===== config.mk =====
export PLATFORM = sky130hd
export DESIGN_NAME = mux_serial_link
export DESIGN_NICKNAME = d
export VERILOG_FILES = /design/src/rtl/link_pkg.sv /design/src/rtl/link_seq.sv /design/src/rtl/link_tx_mux.sv /design/src/rtl/link_rx_demux.sv /design/src/rtl/mux_serial_link.sv
export SDC_FILE = /design/constraint.sdc
export NUM_CORES = 1
export LEC_CHECK = 0
export BUFFER_PORTS_ARGS = -buffer_cell sky130_fd_sc_hd__buf_4
export CAP_MARGIN = 0
export CORE_MARGIN = 5
export CORE_UTILIZATION = 48
export DETAILED_ROUTE_END_ITERATION = 7
export PLACE_DENSITY_LB_ADDON = 0.12
export SYNTH_ARGS = -nofsm -noshare
export SYNTH_HDL_FRONTEND = slang
export SYNTH_SLANG_ARGS = --single-unit

===== constraint.sdc =====
create_clock -name clk -period 2.1 [get_ports clk]
set_input_delay 0.105 -clock clk [delete_from_list [all_inputs] [get_ports clk]]
set_output_delay 0.105 -clock clk [all_outputs]
set_load 0.01 [all_outputs]

===== src/rtl/link_pkg.sv =====
package link_pkg;
  typedef enum logic {
    ST_IDLE = 1'b0,
    ST_SEND = 1'b1
  } link_state_e;
endpackage


===== src/rtl/link_seq.sv =====
module link_seq #(
  parameter int WORD_W = 16,
  parameter int SEL_W  = $clog2(WORD_W),
  parameter int CNT_W  = $clog2(WORD_W) + 1
) (
  input  logic              clk,
  input  logic              rst,
  input  logic              start_i,
  input  logic [SEL_W-1:0]  start_idx_i,
  input  logic [CNT_W-1:0]  count_i,
  input  logic [WORD_W-1:0] src_word_i,
  output logic              busy_o,
  output logic              done_o,
  output logic [SEL_W-1:0]  sel_o,
  output logic [WORD_W-1:0] hold_o
);
  import link_pkg::*;

  link_state_e       state_q;
  logic [SEL_W-1:0]  sel_q;
  logic [CNT_W-1:0]  left_q;
  logic [WORD_W-1:0] hold_q;
  logic              done_q;

  logic [CNT_W-1:0]  room;
  logic [CNT_W-1:0]  eff_cnt;
  logic              accept;
  logic              last_bit;

  // bits remaining from the start index to the top of the word
  assign room     = CNT_W'(WORD_W) - CNT_W'(start_idx_i);
  assign eff_cnt  = (count_i > room) ? room : count_i;
  assign accept   = start_i && (state_q == ST_IDLE) && (count_i != '0);
  assign last_bit = (left_q == CNT_W'(1));

  always_ff @(posedge clk) begin
    if (rst) begin
      state_q <= ST_IDLE;
      sel_q   <= '0;
      left_q  <= '0;
      hold_q  <= '0;
      done_q  <= 1'b0;
    end else begin
      done_q <= 1'b0;
      if (accept) begin
        state_q <= ST_SEND;
        sel_q   <= start_idx_i;
        left_q  <= eff_cnt;
        hold_q  <= src_word_i;
      end else if (state_q == ST_SEND) begin
        left_q <= left_q - CNT_W'(1);
        if (last_bit) begin
          state_q <= ST_IDLE;
          done_q  <= 1'b1;
        end else begin
          sel_q <= sel_q + SEL_W'(1);
        end
      end
    end
  end

  assign busy_o = (state_q == ST_SEND);
  assign done_o = done_q;
  assign sel_o  = sel_q;
  assign hold_o = hold_q;
endmodule


===== src/rtl/link_tx_mux.sv =====
module link_tx_mux #(
  parameter int WORD_W = 16,
  parameter int SEL_W  = $clog2(WORD_W)
) (
  input  logic [WORD_W-1:0] word_i,
  input  logic [SEL_W-1:0]  sel_i,
  input  logic              en_i,
  output logic              data_o
);
  assign data_o = en_i & word_i[sel_i];
endmodule


===== src/rtl/link_rx_demux.sv =====
module link_rx_demux #(
  parameter int WORD_W = 16,
  parameter int SEL_W  = $clog2(WORD_W)
) (
  input  logic              clk,
  input  logic              rst,
  input  logic              en_i,
  input  logic [SEL_W-1:0]  sel_i,
  input  logic              data_i,
  output logic [WORD_W-1:0] word_o
);
  logic [WORD_W-1:0] wr_en;

  for (genvar b = 0; b < WORD_W; b++) begin : g_bit
    assign wr_en[b] = en_i && (sel_i == SEL_W'(b));
    always_ff @(posedge clk) begin
      if (rst)           word_o[b] <= 1'b0;
      else if (wr_en[b]) word_o[b] <= data_i;
    end
  end
endmodule


===== src/rtl/mux_serial_link.sv =====
module mux_serial_link #(
  parameter int WORD_W = 16,
  parameter int SEL_W  = $clog2(WORD_W),
  parameter int CNT_W  = $clog2(WORD_W) + 1
) (
  input  logic              clk,
  input  logic              rst,
  input  logic              start_i,
  input  logic [SEL_W-1:0]  start_idx_i,
  input  logic [CNT_W-1:0]  count_i,
  input  logic [WORD_W-1:0] src_word_i,
  output logic              busy_o,
  output logic              done_o,
  output logic              link_data_o,
  output logic [SEL_W-1:0]  link_sel_o,
  output logic [WORD_W-1:0] rx_word_o
);
  logic [WORD_W-1:0] hold_w;

  link_seq #(.WORD_W(WORD_W), .SEL_W(SEL_W), .CNT_W(CNT_W)) seq_i (
    .clk         (clk),
    .rst         (rst),
    .start_i     (start_i),
    .start_idx_i (start_idx_i),
    .count_i     (count_i),
    .src_word_i  (src_word_i),
    .busy_o      (busy_o),
    .done_o      (done_o),
    .sel_o       (link_sel_o),
    .hold_o      (hold_w)
  );

  link_tx_mux #(.WORD_W(WORD_W), .SEL_W(SEL_W)) tx_i (
    .word_i (hold_w),
    .sel_i  (link_sel_o),
    .en_i   (busy_o),
    .data_o (link_data_o)
  );

  link_rx_demux #(.WORD_W(WORD_W), .SEL_W(SEL_W)) rx_i (
    .clk    (clk),
    .rst    (rst),
    .en_i   (busy_o),
    .sel_i  (link_sel_o),
    .data_i (link_data_o),
    .word_o (rx_word_o)
  );
endmodule


* Yosys cells after proc, flatten, opt, wreduce, memory -nomap -nowiden
Index checks and enable logic that the tools add are counted.
** Storage, ports and cells
- Register bits after elaboration :: 43
- Output and inout port bits :: 23
- Input bits :: 28
- Word-level logic and storage cells :: 80
** Operators by class
- Bitwise operators :: 2
- Add/sub/neg operators :: 3
- Mux-type cells :: 12
- Equality and inequality tests :: 17
- Reduce and logical (&&, ||, !) cells :: 23
- $lt $le $gt $ge :: 2
** Operator list (count)
- 4-bit == test, second input constant :: 8
- 1-bit logical AND :: 18
- 4-bit by 3-bit == test with 1-bit output, second input constant :: 4
- 5-bit 2-to-1 mux :: 3
- 4-bit 2-to-1 mux :: 3
- 4-bit by 2-bit == test with 1-bit output, second input constant :: 2
- 5-bit by 1-bit == test with 1-bit output, second input constant :: 1
- 5-bit greater-than comparator :: 1
- 4-bit by 5-bit < comparator with 1-bit output, second input constant :: 1
- 1-bit 2-to-1 mux :: 5
- 5-bit nonzero test :: 1
- 5-bit by 1-bit subtractor with 5-bit output, second input constant :: 1
- 5-bit by 4-bit subtractor with 5-bit output, first input constant :: 1
- 4-bit by 1-bit adder with 4-bit output, second input constant :: 1
- 1-bit binary-select mux with 4-bit select :: 1
- 4-bit by 1-bit == test with 1-bit output, second input constant :: 1
- 4-bit zero test :: 1
- 3-bit OR reduction :: 1
- 2-bit by 1-bit inequality test with 1-bit output, second input constant :: 1
- 2-bit AND reduction :: 1
- 2-bit nonzero test :: 1
- 1-bit AND :: 1
- 1-bit NOT :: 1

* Longest topological paths before layout
Gate-level depths: netlist of run 1.
- Word-level depth :: 5
- Mapped depth :: 9
- Depth with buffers taken out :: 9

* Cells and area by module
Synthesis of run 1 repeated with hierarchy kept, for this count alone.
** Unflattened totals
- Cells, all modules :: 263
- Area, all modules :: 2324.7 um2
** Modules (own cells, without submodules)
- link_seq :: cells an instance 170, instances 1, area each 1417.6 um2, sequential area each 540.5 um2
- link_rx_demux :: cells an instance 76, instances 1, area each 750.7 um2, sequential area each 320.3 um2
- link_tx_mux :: cells an instance 17, instances 1, area each 156.4 um2, sequential area each 0.0 um2

* Worst setup path before layout of run 1
Ideal clock, no wire load.
- Kind :: input -> register
- Start point :: input port start_idx_i[1]
- End point :: register seq_i.left_q[2]
- Path buffers :: 0
- Setup slack :: 43 ps
- Arrival time :: 1971 ps
- Required time :: 2014 ps
- Library setup time :: 86 ps
- Cell stages on the path :: 9
- Cell sequence :: inv_1 > ha_1 > xor2_1 > ha_1 > and3_1 > and3_1 > a31oi_2 > mux2_2 > a211oi_1
** On the way
- Word-level cells in the longest chain between the ends :: 4
** Ends and longest elaborated chain
- start, declared :: line mux_serial_link.sv:9 : input logic [SEL_W-1:0] start_idx_i,
- 5-bit by 4-bit subtractor with 5-bit output * :: line link_seq.sv:31 : assign room = CNT_W'(WORD_W) - CNT_W'(start_idx_i);
- 5-bit greater-than comparator :: line link_seq.sv:32 : assign eff_cnt = (count_i > room) ? room : count_i;
- 5-bit 2-to-1 mux * :: line link_seq.sv:32
- 5-bit 2-to-1 mux * :: line link_seq.sv:45 : if (accept) begin
- end signal, assigned :: line link_seq.sv:48 : left_q <= eff_cnt;
- end signal, assigned :: line link_seq.sv:51 : left_q <= left_q - CNT_W'(1);
- end, declared :: line link_seq.sv:21 : logic [CNT_W-1:0] left_q;
Mark *: on every way between the ends. The rest lies on a longest branch, timed or not.
A chain may end at the register's enable or synchronous reset.

* Worst setup path in the final report of run 1
- Start point :: register seq_i.sel_q[0] (netlist: seq_i.sel_o[0])
- End point :: output port link_data_o
** On the way
- Word-level cells in the longest chain between the ends :: 3
** Ends and longest elaborated chain
- start, declared :: line link_seq.sv:20 : logic [SEL_W-1:0] sel_q;
- start signal, assigned :: line link_seq.sv:47 : sel_q <= start_idx_i;
- start signal, assigned :: line link_seq.sv:56 : sel_q <= sel_q + SEL_W'(1);
- 1-bit binary-select mux with 4-bit select :: line link_tx_mux.sv:10 : assign data_o = en_i & word_i[sel_i];
- 1-bit 2-to-1 mux (implied by the code) :: line link_tx_mux.sv:10
- 1-bit AND :: line link_tx_mux.sv:10
- end, declared :: line mux_serial_link.sv:14 : output logic link_data_o,
Every way passes these cells. The select of a mux whose other input is x is not followed.

==> results.md, run 1 <==
- Area occupied by multi-input gates: 1240 sq um
- Total gr overflow: 0
- #FFs+latches synth: 43
- Worst-Skew Late Latency: 0.30 ns
- TritonRoute pass-1 iters: 4
- I/O Pins: 51
- Critical path type: reg2out
- Mean Syn Cell Area: 8.67 sq um
- Cell family with most CP delay: multiplexers
- Root Buffer: clkbuf_8
- Fmax: 485 MHz
- Least-Margin Pin Slew: 0.523 ns
- Layout cell share with drive strength beyond 1: 27.6%
- RePlAce Congestion: 0.815
- Post-DP HPWL: 3790 um
- Hold bufs inserted after CTS: 0
- Reg2reg setup slack: 0.31 ns
- Pin count of the biggest net entering global routing: 44
- Antenna diodes: 0
- Register area share after synthesis: 38.9%
- Area added between synthesis and finish: 27.1%
- Multiplexer area fraction after synthesis: 13.3%
- Netlist Area Pre-Place: 2210 sq um
- Library cells used by synthesis: 43
- CP cell instances: mux4_2 -> mux4_2 -> and2_4 -> buf_6
- CP Max Fanout: 5
- Vias: 1949
- Synth Area in Compound Gates: 13.4%
- Cells after Synth: 255
- Worst Reg-to-Reg Cells: 6
- # fillers: 404
- Setup crit start: seq_i.sel_o[0]$_SDFFE_PP0P_
- Syn nets: 295
- Peak per-stage delay on the critical path: 0.55 ns
- Final core occ: 63.7%
- Via-to-Cell Ratio: 5.35
- Synth Area in XOR/XNOR: 1.19%
- Chip Height: 77.9 um
- P_leak: 1.28 nW
- Arr. time, crit path: 1.96 ns
- Finished Layout Cells: 364
- Core Region: 4410 sq um
- Die span in x: 77.9 um
- Largest family of logic cells by synthesized area: simple AND/OR/NAND/NOR gates
- DRT iter0 DRCs: 109
- Critical Path RT: 2.00 ns
- Register area: 866 sq um
- Final ANT Viol Nets: 0
- Final Skew: 0.00909 ns
- DRT Wirelength: 5180 um
- Clk slew on worst S/H paths: 0.07 ns
- RR Endpoint: seq_i.sel_o[2]$_SDFFE_PP0P_
- Max clock buf depth: 2
- Stages on the worst setup path: 4
- Max Transition Viols Final: 0
- Top cell type's share of synthesized area: 38.9%
- Max-cap viol count: 0
- Fin crit share: 98.3%
- Nets@finish: 352
- Setup violations, final: 0
- Worst min path class: in2reg
- First-pass GRT wire length: 8590 um
- Die area: 6070 sq um
- Slew margin rel.: 65.0%
- VDD IR max: 415 uV
- Placed cell area: 2650 sq um
- Unrepaired setup endpoints after global routing: true
- Adder-cell share of the synthesized area: 6.79%
- Average routed wire per standard cell: 14.2 um
- Simple-Gate Fraction of Synth Area: 21.3%
- Initial antenna violation count: 0
- Worst setup EP type: output pin
- Drt drc: 0
- CTS tree: done
- Pwr per Cell Area: 706 nW/um^2
- TritonCTS Sinks: 43
- Vias in the first global route: 1826
- Final hold violation count: 0
- Most used cell, CP: mux4_2
- Area leader, netlist: dfxtp_1
- Clock period minus worst slack: 2.06 ns
- Worst reg2reg startpoint: seq_i.left_q[0]$_SDFFE_PP0P_
- Buffers on Ports: 50
- Dpl cells: 351
- Yosys warns: 0
- GRT Overall Usage: 17.2%
- Num CTS Buffers: 5
- WP buf/inv: 1
- Initial Utilization: 50.1%
- Largest cells by area after synthesis: dfxtp_1 (39%), mux2i_1 (7.7%), nand2_1 (7.0%), ha_1 (6.8%), mux4_2 (5.1%)
- Status: finished clean
- Post-route design area: 2810 sq um
- CP startpoint kind: flip-flop
- CP Capture Point: link_data_o
- Slowest cell on crit path: mux4_2
- Number of H-tree levels: 2
- # rows: 24
-- repair_timing --
item / CTS / global route
pin swaps: 1 / 0
setup endpoints to repair: 1 / 1
buffers inserted: 5 / 1
resized for setup: 3 / 2
-- how the worst min path moves through the flow --
| stage | cells after the start | endpoint | slack, ns | start |
|---|---|---|---|---|
| floorplan | 2 | seq_i.hold_o[0]$_SDFFE_PP0P_ | 0.24 | src_word_i[0] |
| global placement | 3 | seq_i.hold_o[10]$_SDFFE_PP0P_ | 0.35 | src_word_i[10] |
| detailed placement | 3 | seq_i.hold_o[10]$_SDFFE_PP0P_ | 0.36 | src_word_i[10] |
| CTS | 3 | seq_i.hold_o[3]$_SDFFE_PP0P_ | 0.04 | src_word_i[3] |
| global route | 3 | seq_i.hold_o[6]$_SDFFE_PP0P_ | 0.05 | src_word_i[6] |
| finish | 3 | seq_i.hold_o[14]$_SDFFE_PP0P_ | 0.05 | src_word_i[14] |
-- cell type report --
type	instances	share of cell area (%)
Multi-Input combinational cell	186	44.1
Sequential cell	43	30.8
Timing Repair Buffer	66	17.8
Clock buffer	6	2.58
Tap cell	52	2.31
Inverter	10	1.34
Clock inverter	1	1.07
-- flip-flops by register name, indices dropped and copies added, names as in the netlist --
name and cells:
rx_i.word_o 16, seq_i.busy_o 1, seq_i.done_o 1, seq_i.hold_o 16, seq_i.left_q 5, seq_i.sel_o 4
-- logic make-up (layout without fill, tap and decap cells) --
group           Yosys count  in the layout
simple gates            104            104
flops                    43             43
mux                      23             23
fa+ha+maj                12             12
compound gates           44             44
xor+xnor                  3              3
buf+inv                  26             83
-- worst register-to-register path, stage by stage, from the launching register on --
cell,delay (ns)
dfxtp_1,0.40
ha_1,0.18
or4b_1,0.50
nand2_1,0.19
nand2_1,0.09
o21a_1,0.11
o221a_1,0.21
-- metal layers --
metal | track usage, % | share of wire, % | wire length (um)
met1 | 23.2 | 49 | 2520
met2 | 27.1 | 45 | 2350
met3 | 4.98 | 5.1 | 265
met4 | 3.95 | 0.85 | 44
met5 | 0 | 0 | 0
-- synth_stat cells, drive strengths merged --
cell type and count:
a311oi 1, and2 2, xor2 2, nor3b 1, nor2 24, a21oi 21, a2111oi 1, nand3 10
o31ai 2, o221a 1, a21o 1, o21a 1, a221oi 1, or3 1, nor2b 4, mux4 5
mux2i 17, a211oi 3, o21ai 5, a22oi 1, clkbuf 9, inv 10, dfxtp 43, mux2 1
nor3 11, ha 12, and3 3, buf 7, or4 1, nand2b 1, nand2 41, or4b 1
a31oi 5, o311ai 1, nand4 4, xnor2 1
-- layout by cell type (no fill, tap or decap), drive strengths merged, types with 2 or more instances in the layout --
cell,Yosys,layout
nor2b,4,4
o31ai,2,2
o21ai,5,5
a21oi,21,21
nand3,10,10
clkbuf,9,6
nand4,4,4
buf,7,66
a31oi,5,5
nor3,11,11
dfxtp,43,43
inv,10,10
nor2,24,24
mux4,5,5
ha,12,12
and3,3,3
a211oi,3,3
nand2,41,41
and2,2,2
xor2,2,2
mux2i,17,17
-- report_power, final --
group          internal (mW)  switching (mW)
Combinational          0.216           0.221
Clock                  0.349           0.276
Sequential             0.863          0.0595
Total                   1.43           0.556
-- through the flow --
step	setup TNS (ns)	hold WS [ns]	setup slack [ns]	power (mW)
6_report	0	0.0507	0.0367	1.98
5_1_grt	-0.0468	0.0457	-0.0468	2.08
4_1_cts	0	0.0429	0.00193	1.99
3_5_place_dp	-0.0182	0.361	-0.0182	1.36
3_3_place_gp	0	0.352	0.0202	1.35
2_1_floorplan	0	0.241	0.0432	1.20
(Power assumes the default switching activity.)
==> run 2, diff against run 1 <==
- SYNTH_HIERARCHICAL: default -> 1
==> results.md, run 2 <==
- P_leak: 1.31 nW (+2.6%)
- Hold_sp: src_word_i[12]
- Vias in the first global route: 1869 (+2.4%)
- Stages on the worst setup path: 6 (+2)
- Cells after Synth: 263 (+3.1%)
- Reg2reg setup slack: 0.33 ns (+0.02 ns)
- Worst Reg-to-Reg Cells: 8 (+2)
- Worst min path class: in2reg
- Initial Utilization: 49.2% (-0.89 points)
- Root Buffer: clkbuf_8
- Drt drc: 0 (unchanged)
- Max Transition Viols Final: 0 (unchanged)
- First-pass GRT wire length: 8600 um (about the same)
- Final hold violation count: 0 (unchanged)
- Most frequent cell after synthesis: nand2_1
- Die area: 6340 sq um (+4.4%)
- Number of H-tree levels: 2 (unchanged)
- Register area share after synthesis: 37.0% (-1.9 points)
- Area added between synthesis and finish: 24.7%
- DRT Wirelength: 5080 um (-1.8%)
- Antenna diodes: 0 (unchanged)
- VDD IR max: 489 uV (+18%)
- Peak per-stage delay on the critical path: 0.39 ns (-0.16 ns)
- Unrepaired setup endpoints after global routing: false
- Most used cell, CP: buf_4
- Via-to-Cell Ratio: 5.06 (-5.5%)
- Hold bufs inserted after CTS: 0 (unchanged)
- TritonRoute pass-1 iters: 4 (unchanged)
- Placed cell area: 2800 sq um (+5.7%)
- Worst setup EP type: output pin
- Clock period minus worst slack: 1.85 ns (-0.216 ns)
- Pre-CTS WS: 0.0140 ns (+0.0322 ns)
- Cell family with most CP delay: buffers and inverters
- PnR worst setup slack: 0.253 ns (+0.216 ns)
- Layout cell share with drive strength beyond 1: 27.8% (+0.25 points)
- Mean Syn Cell Area: 8.84 sq um (+1.9%)
- Async SR Flop Fraction: 0% (unchanged)
- Max-cap viol count: 0 (unchanged)
- CTS tree: done
- Critical path type: reg2out
- Post-synth top cells: nand2_1 (51), dfxtp_1 (43), a21oi_1 (24)
- Core Region: 4720 sq um (+7.0%)
- Commonest non-fill, non-tap cell in the layout: buf_4
- Syn nets: 300 (+1.7%)
- Pin count of the biggest net entering global routing: 45 (+2.3%)
- Final Power: 1.87 mW (-5.6%)
- Postcts setup bufs: 0 (-5)
- Area leader, netlist: dfxtp_1
- Commonest cells after routing, fill and taps aside: buf_4 (61), nand2_1 (51), dfxtp_1 (42)
- Final hold slack: 0.0524 ns (+0.00174 ns)
- Worst reg2reg startpoint: seq_i/sel_o[0]$_SDFFE_PP0P_
- Hold endpoint: seq_i/hold_o[12]$_SDFFE_PP0P_
- Final Skew: 0.00544 ns (-0.00365 ns)
- Fmax: 541 MHz (+12%)
- Library cells used by synthesis: 50 (+16%)
- Buffers on Ports: 50 (unchanged)
- Least-Margin Pin Slew: 0.497 ns (-0.0268 ns)
- Largest cells by area after synthesis: dfxtp_1 (37%), mux2i_1 (9.5%), nand2_1 (8.2%), nand2b_1 (5.4%), a21oi_1 (5.2%)
- Nets@finish: 356 (+1.1%)
- Slowest cell on crit path: dfxtp_2
- Worst-Skew Late Latency: 0.29 ns (about the same)
- CP startpoint kind: flip-flop
- Slew margin rel.: 66.9% (+1.9 points)
- Initial antenna violation count: 0 (unchanged)
- Prevailing post-synth register cell: dfxtp_1
- Clk slew on worst S/H paths: 0.08 ns (about the same)
- CP cell instances: buf_4 -> mux2i_1 -> nand3_1 -> o211ai_2 -> o22ai_1 -> buf_4
- DRT iter0 DRCs: 82 (-25%)
- Final ANT Viol Nets: 0 (unchanged)
- CP Max Fanout: 16 (+11)
- RR Endpoint: rx_i/word_o[5]$_SDFFE_PP0P_
- # rows: 25 (+4.2%)
- Max clock buf depth: 2 (unchanged)
- WP buf/inv: 2 (+1)
- RePlAce Congestion: 0.864 (+6.1%)
- Pwr per Cell Area: 646 nW/um^2 (-8.4%)
- #FFs+latches synth: 43 (unchanged)
- Number of flops mapped to enable cells by yosys: 0 (unchanged)
- Total gr overflow: 0 (unchanged)
- Chip Height: 79.6 um (+2.2%)
- Hold path depth: 3 (unchanged)
- Setup violations, final: 0 (unchanged)
- Vias: 1959 (+0.51%)
- Netlist Area Pre-Place: 2320 sq um (+5.1%)
- I/O Pins: 51 (unchanged)
- Critical Path RT: 2.00 ns (about the same)
- TNS Setup: 0 ns (unchanged)
- Average routed wire per standard cell: 13.1 um (-7.7%)
- GRT Overall Usage: 17.1% (-0.13 points)
- Status: finished clean
- Top cell type's share of synthesized area: 37.0% (-1.9 points)
- Fin crit share: 88.0% (-10 points)
- Post-DP HPWL: 3750 um (-0.93%)
- Post_cts resized: 0 (-3)
- Die span in x: 79.6 um (+2.2%)
- TritonCTS Sinks: 43 (unchanged)
- Post-route design area: 2900 sq um (+3.1%)
- Arr. time, crit path: 1.74 ns (-0.22 ns)
- Num CTS Buffers: 5 (unchanged)
- Yosys warns: 6 (+6)
==> run 2: how the worst max path moves through the flow <==
stage	from	to	slack, ns
floorplan	seq_i/sel_o[0]$_SDFFE_PP0P_	rx_i/word_o[2]$_SDFFE_PP0P_	0.13
global placement	start_idx_i[2]	seq_i/left_q[2]$_SDFFE_PP0P_	0.03
detailed placement	start_idx_i[2]	seq_i/left_q[2]$_SDFFE_PP0P_	0.01
CTS	seq_i/sel_o[0]$_SDFFE_PP0P_	link_data_o	0.22
global route	seq_i/sel_o[0]$_SDFFE_PP0P_	link_data_o	0.15
finish	seq_i/sel_o[0]$_SDFFE_PP0P_	link_data_o	0.25
==> run 2: final cells by class <==
cell class	instances	area, sq um
Fill cell	439	1830
Inverter	8	30.0
Clock inverter	1	8.76
Sequential cell	43	862
Tap cell	67	83.8
Clock buffer	7	86.3
Timing Repair Buffer	61	458
Multi-Input combinational cell	200	1370
==> run 2: metrics by stage <==
step                      utilization, %  instances
after floorplan                        -        263
after global placement              59.3        379
after detailed placement            59.3        379
after CTS                           61.4        387
after global routing                61.4        387
final                               61.4        387
==> run 2: tightest hold or removal path: stages <==
cell	delay, ns
buf_4	0.11
nand2_1	0.04
a21oi_1	0.05
==> run 2: cells by family after synthesis <==
| family | after synthesis | share of synthesized area (%) |
|---|---|---|
| flops | 43 | 37.0 |
| mux | 25 | 11.9 |
| xor+xnor | 3 | 1.45 |
| buf+inv | 20 | 4.09 |
| simple gates | 121 | 27.8 |
| fa+ha+maj | 9 | 4.84 |
| compound gates | 42 | 12.9 |
==> run 2: per-layer routing <==
metal  up-vias  global-route usage, %  wire length (um)  part of all wire (%)
met5         -                      0                 0                     0
met4         0                   5.67                35                  0.69
met3         2                   4.06               221                   4.3
met2        31                   28.7              2470                    49
met1       911                   21.3              2350                    46
li1       1015                      -                 -                     -
==> run 2: where the power goes <==
group | total (mW) | switching [mW] | internal [mW]
Clock | 0.548 | 0.278 | 0.270
Sequential | 0.904 | 0.0443 | 0.860
Combinational | 0.421 | 0.218 | 0.203
Total | 1.87 | 0.540 | 1.33
==> run 3, diff against run 2 <==
- PLACE_DENSITY: default -> 0.81
- PLACE_DENSITY_LB_ADDON: 0.12 -> default
==> results.md, run 3 (same netlist as run 2, synthesis figures left out) <==
- Status: finished clean
- Final hold violation count: 0 (unchanged)
- Drt drc: 0 (unchanged)
- RR Endpoint: rx_i/word_o[10]$_SDFFE_PP0P_
- Nets@finish: 354 (-0.56%)
- Fmax: 539 MHz (-0.41%)
- P_leak: 1.29 nW (-1.4%)
- Register area: 862 sq um (unchanged)
- Antenna diodes: 0 (unchanged)
- Vias in the first global route: 1883 (+0.75%)
- Clock period minus worst slack: 1.85 ns (+0.00759 ns)
- Reg2reg setup slack: 0.30 ns (-0.03 ns)
- TritonRoute pass-1 iters: 4 (unchanged)
- Initial Utilization: 49.2% (unchanged)
- Worst reg2reg startpoint: seq_i/sel_o[0]$_SDFFE_PP0P_
- Final hold slack: 0.0442 ns (-0.00823 ns)
- Setup violations, final: 0 (unchanged)
- Least-Margin Pin Slew: 0.481 ns (-0.0152 ns)
- Max clock buf depth: 2 (unchanged)
- Worst min path class: in2reg
- Final Skew: 0.0121 ns (+0.00662 ns)
- Buffers on Ports: 50 (unchanged)
- # rows: 25 (unchanged)
- Critical path type: in2reg
- Commonest non-fill, non-tap cell in the layout: buf_4
- Critical Path RT: 2.33 ns (+0.33 ns)
- Met1 Wirelength: 2240 um (-5.0%)
- Hold_sp: src_word_i[2]
- Post-route design area: 2880 sq um (-0.73%)
- DRT iter0 DRCs: 98 (+20%)
- Fin crit share: 88.3% (+0.36 points)
- Final Power: 1.85 mW (-1.0%)
- Max-cap viol count: 0 (unchanged)
- Clk slew on worst S/H paths: 0.08 ns (about the same)
- Pwr per Cell Area: 645 nW/um^2 (-0.27%)
- Max Transition Viols Final: 0 (unchanged)
- Commonest cells after routing, fill and taps aside: buf_4 (59), nand2_1 (51), dfxtp_1 (42)
- Die area: 6340 sq um (unchanged)
- # fillers: 434 (-1.1%)
- TritonCTS Sinks: 43 (unchanged)
- Area occupied by multi-input gates: 1370 sq um (unchanged)
- I/O Pins: 51 (unchanged)
- Root Buffer: clkbuf_8
- Number of H-tree levels: 2 (unchanged)
- VDD IR max: 450 uV (-8.0%)
- DR top layer: met4
- Worst Reg-to-Reg Cells: 8 (unchanged)
- Initial antenna violation count: 0 (unchanged)
- Slowest cell on crit path: mux2_1
- Peak per-stage delay on the critical path: 0.35 ns (-0.04 ns)
- Worst setup EP type: flip-flop
- Placed cell area: 2780 sq um (-0.80%)
- Slew margin rel.: 67.8% (+0.99 points)
- Post-DP HPWL: 3760 um (+0.19%)
- Arr. time, crit path: 2.08 ns (+0.34 ns)
- Post_cts resized: 0 (unchanged)
- Total gr overflow: 0 (unchanged)
- Chip Height: 79.6 um (unchanged)
- Num CTS Buffers: 5 (unchanged)
- Final core occ: 60.9% (-0.45 points)
- Worst-Skew Late Latency: 0.31 ns (+0.02 ns)
- Layout cell share with drive strength beyond 1: 27.7% (-0.14 points)
- Finished Layout Cells: 385 (-0.52%)
- First-pass GRT wire length: 8270 um (-3.9%)
- Met2 routed WL: 2440 um (-1.3%)
- RePlAce Congestion: 0.909 (+5.2%)
- CTS tree: done
- Hold path depth: 3 (unchanged)
- CP cell instances: buf_4 -> nor3_1 -> xor2_1 -> ha_1 -> and3_1 -> and3_4 -> a31oi_4 -> mux2_1 -> a211oi_2
- Dpl cells: 376 (-0.79%)
- Core Region: 4720 sq um (unchanged)
- Vias: 2014 (+2.8%)
- WP buf/inv: 1 (-1)
- Average routed wire per standard cell: 13.2 um (+0.58%)
- Via-to-Cell Ratio: 5.23 (+3.3%)
- CP startpoint kind: primary input
- Area added between synthesis and finish: 23.7%
- CP Max Fanout: 4 (-12)
- Pin count of the biggest net entering global routing: 45 (unchanged)
- DRT Wirelength: 5090 um (about the same)
- Cell family with most CP delay: simple AND/OR/NAND/NOR gates
- Hold endpoint: seq_i/hold_o[2]$_SDFFE_PP0P_
- Metal3 WL: 310 um (+40%)
- Unrepaired setup endpoints after global routing: false
- Final ANT Viol Nets: 0 (unchanged)
- Die span in x: 79.6 um (unchanged)
- GRT Overall Usage: 16.5% (-0.52 points)
-- run 3: layout make-up --
class | count | share of cell area, %
multi-input combinational | 200 | 47.6
sequential | 43 | 30.0
timing repair buffer | 59 | 15.4
clock buffer | 5 | 2.39
tap | 67 | 2.91
inverter | 8 | 1.04
clock inverter | 3 | 0.696
-- run 3: worst max-delay path by stage --
stage | from | end | slack, ns | cells after the start
floorplan | seq_i/sel_o[0]$_SDFFE_PP0P_ | rx_i/word_o[2]$_SDFFE_PP0P_ | 0.13 | 8
global placement | start_idx_i[2] | seq_i/left_q[2]$_SDFFE_PP0P_ | 0.05 | 9
detailed placement | start_idx_i[2] | seq_i/left_q[2]$_SDFFE_PP0P_ | -0.05 | 9
CTS | seq_i/sel_o[0]$_SDFFE_PP0P_ | rx_i/word_o[10]$_SDFFE_PP0P_ | 0.20 | 8
global route | seq_i/sel_o[0]$_SDFFE_PP0P_ | rx_i/word_o[11]$_SDFFE_PP0P_ | 0.08 | 8
finish | start_idx_i[2] | seq_i/left_q[2]$_SDFFE_PP0P_ | 0.25 | 9
-- run 3: metrics by stage --
step,setup TNS (ns),setup slack (ns)
floorplan,0,0.133
global placement,0,0.0531
detailed placement,-0.0781,-0.0535
CTS,0,0.202
global route,0,0.0823
finish,0,0.245
-- run 3: worst reg2reg max path: stages (launching register included) --
cell and delay [ns]:
dfxtp_2 0.39, buf_4 0.25, mux2i_1 0.28, nand3_1 0.12, o211ai_2 0.08, o22ai_1 0.14
nand2b_1 0.15, buf_4 0.19, mux2i_1 0.08
-- run 3: layer usage --
| layer | global-route usage [%] | vias to the layer above |
|---|---|---|
| met3 | 3.84 | 9 |
| met1 | 19.9 | 934 |
| li1 | - | 1016 |
| met4 | 8.08 | 0 |
| met5 | 0 | - |
| met2 | 27.5 | 55 |
-- run 3: power breakdown --
group          internal (mW)  switching [mW]  leakage (nW)
registers              0.860          0.0470         0.352
logic                  0.199           0.216         0.902
clock network          0.232           0.300        0.0402
-- run 3: what timing repair did --
action / 4_1_cts / 5_1_grt
hold endpoints to repair: 0 / 0
hold buffers: 0 / 0
setup buffers: 0 / 1
setup endpoints to repair: 0 / 3
